### config.mk
export PLATFORM = sky130hd
export DESIGN_NAME = sprom_word_fetch
export DESIGN_NICKNAME = d
export VERILOG_FILES = /design/src/rtl/sprom_pkg.sv /design/src/rtl/sprom_step_timer.sv /design/src/rtl/sprom_seq_fsm.sv /design/src/rtl/sprom_rx_shifter.sv /design/src/rtl/sprom_word_fetch.sv
export SDC_FILE = /design/constraint.sdc
export NUM_CORES = 1
export LEC_CHECK = 0
export ABC_AREA = 1
export BUFFER_PORTS_ARGS = -buffer_cell sky130_fd_sc_hd__buf_4
export CORE_MARGIN = 2
export CORE_UTILIZATION = 51
export DETAILED_ROUTE_END_ITERATION = 8
export GPL_ROUTABILITY_DRIVEN = 0
export HOLD_SLACK_MARGIN = 0.02
export PLACE_DENSITY_LB_ADDON = 0.25
export SLEW_MARGIN = 25
export SYNTH_ARGS = -nofsm -noshare
export SYNTH_HDL_FRONTEND = slang
export SYNTH_HIERARCHICAL = 1
export SYNTH_SLANG_ARGS = --single-unit
### constraint.sdc
create_clock -name clk -period 1.7 [get_ports clk]
set_input_delay 0.085 -clock clk [delete_from_list [all_inputs] [get_ports clk]]
set_output_delay 0.085 -clock clk [all_outputs]
set_load 0.02 [all_outputs]
### src/rtl/sprom_pkg.sv
package sprom_pkg;

  // Sequencer phases; every non-idle phase lasts one step.
  typedef enum logic [3:0] {
    PH_IDLE,
    PH_PRE,   // chip select low, one step
    PH_SEL,   // chip select high, clock low
    PH_CSET,  // command bit placed, clock low
    PH_CHI,   // command bit, clock high
    PH_CLO,   // command bit, clock low again
    PH_TURN,  // data line back low
    PH_RHI,   // read clock high, sample at end
    PH_RLO,   // read clock low
    PH_FIN    // chip select dropped
  } phase_e;

  localparam int          CMD_PAD  = 2;
  localparam logic [2:0]  RD_HEAD  = 3'b110;  // start bit, then read opcode

endpackage

### src/rtl/sprom_step_timer.sv
module sprom_step_timer #(
  parameter int STEP_CYCLES = 4
) (
  input  logic clk,
  input  logic rst_n,
  input  logic run,
  output logic step_end
);
  localparam int CNT_W = (STEP_CYCLES > 1) ? $clog2(STEP_CYCLES) : 1;
  localparam logic [CNT_W-1:0] LAST = CNT_W'(STEP_CYCLES - 1);

  logic [CNT_W-1:0] cnt_q, cnt_d;

  assign step_end = run && (cnt_q == LAST);

  always_comb begin
    cnt_d = cnt_q;
    if (!run || step_end) cnt_d = '0;
    else                  cnt_d = cnt_q + 1'b1;
  end

  always_ff @(posedge clk or negedge rst_n) begin
    if (!rst_n) cnt_q <= '0;
    else        cnt_q <= cnt_d;
  end
endmodule

### src/rtl/sprom_seq_fsm.sv
module sprom_seq_fsm
  import sprom_pkg::*;
#(
  parameter int ADDR_W = 6,
  parameter int DATA_W = 16
) (
  input  logic              clk,
  input  logic              rst_n,
  input  logic              start,
  input  logic [ADDR_W-1:0] word_addr,
  input  logic              step_end,
  output logic              active,
  output logic              sample,
  output logic              finish,
  output logic              ee_cs,
  output logic              ee_sck,
  output logic              ee_sdo
);
  localparam int CMD_W = CMD_PAD + 3 + ADDR_W;
  localparam int MAXB  = (CMD_W > DATA_W) ? CMD_W : DATA_W;
  localparam int BIT_W = $clog2(MAXB);
  localparam logic [BIT_W-1:0] CMD_LAST = BIT_W'(CMD_W - 1);
  localparam logic [BIT_W-1:0] RD_LAST  = BIT_W'(DATA_W - 1);

  phase_e             ph_q, ph_d;
  logic [BIT_W-1:0]   bit_q, bit_d;
  logic [CMD_W-1:0]   cmd_q, cmd_d;
  logic               accept;

  assign accept = (ph_q == PH_IDLE) && start;
  assign active = (ph_q != PH_IDLE);
  assign sample = (ph_q == PH_RHI) && step_end;
  assign finish = (ph_q == PH_FIN) && step_end;

  always_comb begin
    ph_d  = ph_q;
    bit_d = bit_q;
    cmd_d = cmd_q;
    if (accept) begin
      ph_d  = PH_PRE;
      bit_d = '0;
      cmd_d = {{CMD_PAD{1'b0}}, RD_HEAD, word_addr};
    end else if (step_end) begin
      case (ph_q)
        PH_PRE:  ph_d = PH_SEL;
        PH_SEL:  begin ph_d = PH_CSET; bit_d = '0; end
        PH_CSET: ph_d = PH_CHI;
        PH_CHI:  ph_d = PH_CLO;
        PH_CLO: begin
          cmd_d = {cmd_q[CMD_W-2:0], 1'b0};
          if (bit_q == CMD_LAST) ph_d = PH_TURN;
          else begin ph_d = PH_CSET; bit_d = bit_q + 1'b1; end
        end
        PH_TURN: begin ph_d = PH_RHI; bit_d = '0; end
        PH_RHI:  ph_d = PH_RLO;
        PH_RLO: begin
          if (bit_q == RD_LAST) ph_d = PH_FIN;
          else begin ph_d = PH_RHI; bit_d = bit_q + 1'b1; end
        end
        PH_FIN:  ph_d = PH_IDLE;
        default: ph_d = PH_IDLE;
      endcase
    end
  end

  always_ff @(posedge clk or negedge rst_n) begin
    if (!rst_n) begin
      ph_q  <= PH_IDLE;
      bit_q <= '0;
      cmd_q <= '0;
    end else begin
      ph_q  <= ph_d;
      bit_q <= bit_d;
      cmd_q <= cmd_d;
    end
  end

  // Pin decode from the phase register
  always_comb begin
    ee_cs  = 1'b0;
    ee_sck = 1'b0;
    ee_sdo = 1'b0;
    case (ph_q)
      PH_SEL, PH_TURN, PH_RLO: ee_cs = 1'b1;
      PH_CSET, PH_CLO: begin ee_cs = 1'b1; ee_sdo = cmd_q[CMD_W-1]; end
      PH_CHI: begin ee_cs = 1'b1; ee_sck = 1'b1; ee_sdo = cmd_q[CMD_W-1]; end
      PH_RHI: begin ee_cs = 1'b1; ee_sck = 1'b1; end
      default: ;
    endcase
  end
endmodule

### src/rtl/sprom_rx_shifter.sv
module sprom_rx_shifter #(
  parameter int DATA_W = 16
) (
  input  logic              clk,
  input  logic              rst_n,
  input  logic              sample,
  input  logic              finish,
  input  logic              sdi,
  output logic [DATA_W-1:0] word_out,
  output logic              done
);
  localparam int NBYTES = DATA_W / 8;

  logic [DATA_W-1:0] raw_q, raw_d;
  logic [DATA_W-1:0] swapped;
  logic [DATA_W-1:0] word_q, word_d;
  logic              done_q;

  // Byte order reversal of the raw shift value
  for (genvar b = 0; b < NBYTES; b++) begin : g_swap
    assign swapped[8*b +: 8] = raw_q[8*(NBYTES-1-b) +: 8];
  end

  always_comb begin
    raw_d  = raw_q;
    word_d = word_q;
    if (sample) raw_d  = {raw_q[DATA_W-2:0], sdi};
    if (finish) word_d = swapped;
  end

  always_ff @(posedge clk or negedge rst_n) begin
    if (!rst_n) begin
      raw_q  <= '0;
      word_q <= '0;
      done_q <= 1'b0;
    end else begin
      raw_q  <= raw_d;
      word_q <= word_d;
      done_q <= finish;
    end
  end

  assign word_out = word_q;
  assign done     = done_q;
endmodule

### src/rtl/sprom_word_fetch.sv
module sprom_word_fetch #(
  parameter int ADDR_W      = 6,
  parameter int DATA_W      = 16,
  parameter int STEP_CYCLES = 4
) (
  input  logic              clk,
  input  logic              rst_n,
  input  logic              start,
  input  logic [ADDR_W-1:0] word_addr,
  output logic              busy,
  output logic              done,
  output logic [DATA_W-1:0] word_out,
  output logic              ee_cs,
  output logic              ee_sck,
  output logic              ee_sdo,
  input  logic              ee_sdi
);
  logic [1:0] rsync_q;
  logic       rst_int_n;
  logic       step_end, active, sample, finish;

  // Asynchronous assert, synchronous release
  always_ff @(posedge clk or negedge rst_n) begin
    if (!rst_n) rsync_q <= 2'b00;
    else        rsync_q <= {rsync_q[0], 1'b1};
  end
  assign rst_int_n = rsync_q[1];

  sprom_step_timer #(.STEP_CYCLES(STEP_CYCLES)) u_timer (
    .clk      (clk),
    .rst_n    (rst_int_n),
    .run      (active),
    .step_end (step_end)
  );

  sprom_seq_fsm #(.ADDR_W(ADDR_W), .DATA_W(DATA_W)) u_fsm (
    .clk       (clk),
    .rst_n     (rst_int_n),
    .start     (start),
    .word_addr (word_addr),
    .step_end  (step_end),
    .active    (active),
    .sample    (sample),
    .finish    (finish),
    .ee_cs     (ee_cs),
    .ee_sck    (ee_sck),
    .ee_sdo    (ee_sdo)
  );

  sprom_rx_shifter #(.DATA_W(DATA_W)) u_rx (
    .clk      (clk),
    .rst_n    (rst_int_n),
    .sample   (sample),
    .finish   (finish),
    .sdi      (ee_sdi),
    .word_out (word_out),
    .done     (done)
  );

  assign busy = active;
endmodule

==> flow_metrics.py <==
metrics = {
    "routing": {
        "post-route-drc-count": 0,
        "drtPass1Iterations": 4,
        "vias": 1995,
        "drtIter0Drc": 176,
        "routed_wl_um": 4709,
        "avgViaCountPerCell": 4.866,
        "ant_nets": 0,
        "wire_per_inst_um": 11.49,
    },
    "cells_and_area": {
        "syn2layout_area_growth_pct": 19.10,
        "final_layout_size_suffix_gt1_share_pct": 19.24,
        "fillers": 391,
        "final_core_utilization_pct": 63.26,
        "num_antenna_cells": 0,
        "fin_nets": 355,
    },
    "floorplanning": {
        "die_x_um": 74.14,
        "core_um2": 4723,
        "pin_count": 31,
        "dieArea_um2": 5496,
        "initial_core_util_pct": 53.11,
        "die_y_um": 74.14,
        "rows": 25,
    },
    "cts": {
        "cts_tree": "yes",
        "clk_latency_ns": 0.31,
        "clk_path_buf_depth": 2,
        "cts_buffers": 5,
        "htree_levels": 2,
        "ctsRootBufferMaster": "clkbuf_8",
        "path_clk_slew_ns": 0.10,
        "cts_sinks": 56,
    },
    "sta": {
        "fin_tns_setup_ns": 0,
        "layout_min_cycle_time_ns": 1.628,
        "skew_ns": 0.008938,
        "period_share_pct": 95.77,
        "hold_slack_ns": 0.07809,
        "timing.fmax_ghz": 0.6142,
        "setup_viol": 0,
        "drv_slew": 0,
        "hold_viol": 0,
        "grt_setup_unrepaired": "yes",
    },
    "setup_path": {
        "crit_chain": "inv_1, nand2_1, a21oi_1, nor3_1, nand3_1, buf_4",
        "start_kind": "register",
        "cp_top_family": "flip-flops",
        "crit_buf_inv": 2,
        "cp.arrival_ns": 1.54,
        "critPathRequiredTime_ns": 1.62,
        "max_stage_delay_ns": 0.46,
        "rrSetupSlack_ns": 0.11,
        "cp_max_fo": 6,
        "cp_slowest_cell": "dfrtp_2",
        "crit_path_end_kind": "output port",
        "crit_type": "register to output port",
    },
    "power_and_ir_drop": {
        "leakagePower_nw": 1.617,
        "power_frac_clock_pct": 34.2,
        "ir_drop_uv": 374.3,
        "intPower_mw": 1.656,
        "pwr-share-comb_pct": 2.4,
        "pwr_density_cell_nw_per_um2": 709.7,
        "pwr-share-seq_pct": 63.3,
        "p_total_mw": 2.120,
        "p_sw_share_pct": 21.90,
        "p_sw_uw": 464.4,
    },
    "grt": {
        "overflow": 0,
        "grt_pass1_vias": 1835,
        "track_usage_pct": 18.94,
        "grt_pass1_wl_um": 8086,
        "antenna_found_initial": 0,
        "grt_max_degree": 35,
    },
    "job": {
        "cap_violations": 0,
    },
    "outcome": {
        "status": "completed",
    },
    "place": {
        "hpwl_um": 3312,
        "portBuffers": 30,
    },
    "synthesis": {
        "syn_area_per_cell_um2": 8.390,
        "yosysWarnings": 6,
        "synthesis.nets": 312,
        "netlist_area_um2": 2509,
        "synth.distinct_cells": 26,
        "netlist_instances": 299,
        "synth_seq_cells": 56,
        "synth_seq_area_share_pct": 55.86,
    },
    "min_path": {
        "min_path_type": "primary input to async pin",
    },
}
through the flow:
| stage | setup slack, ns | instance area [um2] | cells |
|---|---|---|---|
| after floorplan | 0.02553 | 2511 | 299 |
| after global placement | 0.1708 | 2806 | 393 |
| after detailed placement | 0.1057 | 2806 | 393 |
| after CTS | 0.04669 | 2977 | 409 |
| after global routing | -0.02136 | 2988 | 410 |
| final | 0.07197 | 2988 | 410 |
placed cells by master (no fill, tap or decap), drive strengths merged:
master,netlist,final
a21oi,1,1
conb,1,1
nand4,3,3
clkinvlp,0,1
dfrtp,56,56
xor2,1,1
clkinv,0,1
inv,24,25
o21ai,7,7
nand3,17,17
dlygate4sd3,0,8
a22oi,2,2
o211ai,1,1
clkbuf,0,5
ha,3,3
o22ai,1,1
nand2,149,149
or2,1,1
nor3,2,2
buf,6,34
o31ai,1,1
nor2,23,23
power by group through the flow:
stage,logic [mW],registers [mW],clock network [mW]
after floorplan,0.000192,1.38,0
after global placement,0.0373,1.37,0
after detailed placement,0.0381,1.37,0
after CTS,0.0524,1.34,0.757
after global routing,0.0583,1.35,0.807
final,0.0511,1.34,0.726
cell type report:
| type | instances | area, um2 | share of cell area, % |
|---|---|---|---|
| inverters | 24 | 102.6 | 3.434 |
| multi-input cells | 213 | 944.7 | 31.62 |
| clock buffers | 5 | 68.82 | 2.303 |
| flip-flops and latches | 56 | 1406 | 47.07 |
| repair buffers | 42 | 360.3 | 12.06 |
| clock inverters | 3 | 21.27 | 0.7119 |
| well taps | 67 | 83.83 | 2.806 |
cells in the mapped netlist:
cell type / instances / area (um2)
a21oi_1: 1 / 5.000
a22oi_1: 2 / 15.01
buf_6: 6 / 67.56
conb_1: 1 / 3.750
dfrtp_1: 56 / 1401
ha_1: 3 / 37.54
inv_1: 21 / 78.83
inv_2: 1 / 3.750
inv_6: 1 / 8.760
inv_8: 1 / 11.26
nand2_1: 144 / 540.5
nand2_2: 4 / 25.02
nand2_4: 1 / 11.26
nand3_1: 15 / 75.07
nand3_2: 2 / 20.02
nand4_1: 3 / 18.77
nor2_1: 18 / 67.56
nor2_2: 4 / 25.02
nor2_4: 1 / 11.26
nor3_1: 2 / 10.01
o211ai_1: 1 / 7.510
o21ai_0: 7 / 35.03
o22ai_1: 1 / 6.260
o31ai_1: 1 / 7.510
or2_2: 1 / 6.260
xor2_1: 1 / 8.760
per-layer routing:
| layer | routed length, um | vias up | global-route usage, % | part of all wire [%] |
|---|---|---|---|---|
| met5 | 0 | - | 0 | 0 |
| met4 | 63 | 0 | 5.253 | 1.3 |
| met2 | 2267 | 56 | 30.75 | 48 |
| met1 | 2157 | 923 | 25.89 | 46 |
| met3 | 222 | 11 | 4.201 | 4.7 |
| li1 | - | 1005 | - | - |
final timing paths:
path                                            from                         to  cells past startpoint
max                        u_fsm/ph_q[1]$_DFFE_PN0P_                      ee_cs                      6
min                                            rst_n       rsync_q[1]$_DFF_PN0_                      2
max reg2reg                u_fsm/ph_q[3]$_DFFE_PN0P_  u_rx/raw_q[5]$_DFFE_PN0P_                     10
min reg2reg                     rsync_q[1]$_DFF_PN0_  u_rx/raw_q[0]$_DFFE_PN0P_                      0
max in group asynchronous       rsync_q[1]$_DFF_PN0_  u_fsm/ph_q[0]$_DFFE_PN0P_                      1
min in group clk                               start  u_fsm/ph_q[2]$_DFFE_PN0P_                      5
registers in the layout (all words and copies together), names as in the netlist:
name and flops:
u_rx/done 1, u_fsm/cmd_q 11, u_rx/word_out 16, u_fsm/bit_q 4, u_fsm/ph_q 4, u_rx/raw_q 16, rsync_q 2, u_timer/cnt_q 2
cells by family after synthesis:
group / after synthesis / share of synthesized area [%]
flip-flops: 56 / 55.86
AO/OA/AOI/OAI: 13 / 3.042
adder cells (fa/ha/maj): 3 / 1.496
AND/OR/NAND/NOR: 195 / 32.32
XOR/XNOR: 1 / 0.3492
buffers and inverters: 30 / 6.783
other: 1 / 0.1495
repair_timing:
item / in CTS / in global routing
setup buffers: 0 / 1
endpoints found under the hold margin: 9 / 0
hold buffers: 8 / 0
gates resized for setup: 0 / 5
setup endpoints to repair: 0 / 34
Note: power is estimated with default switching activity, not from simulation.
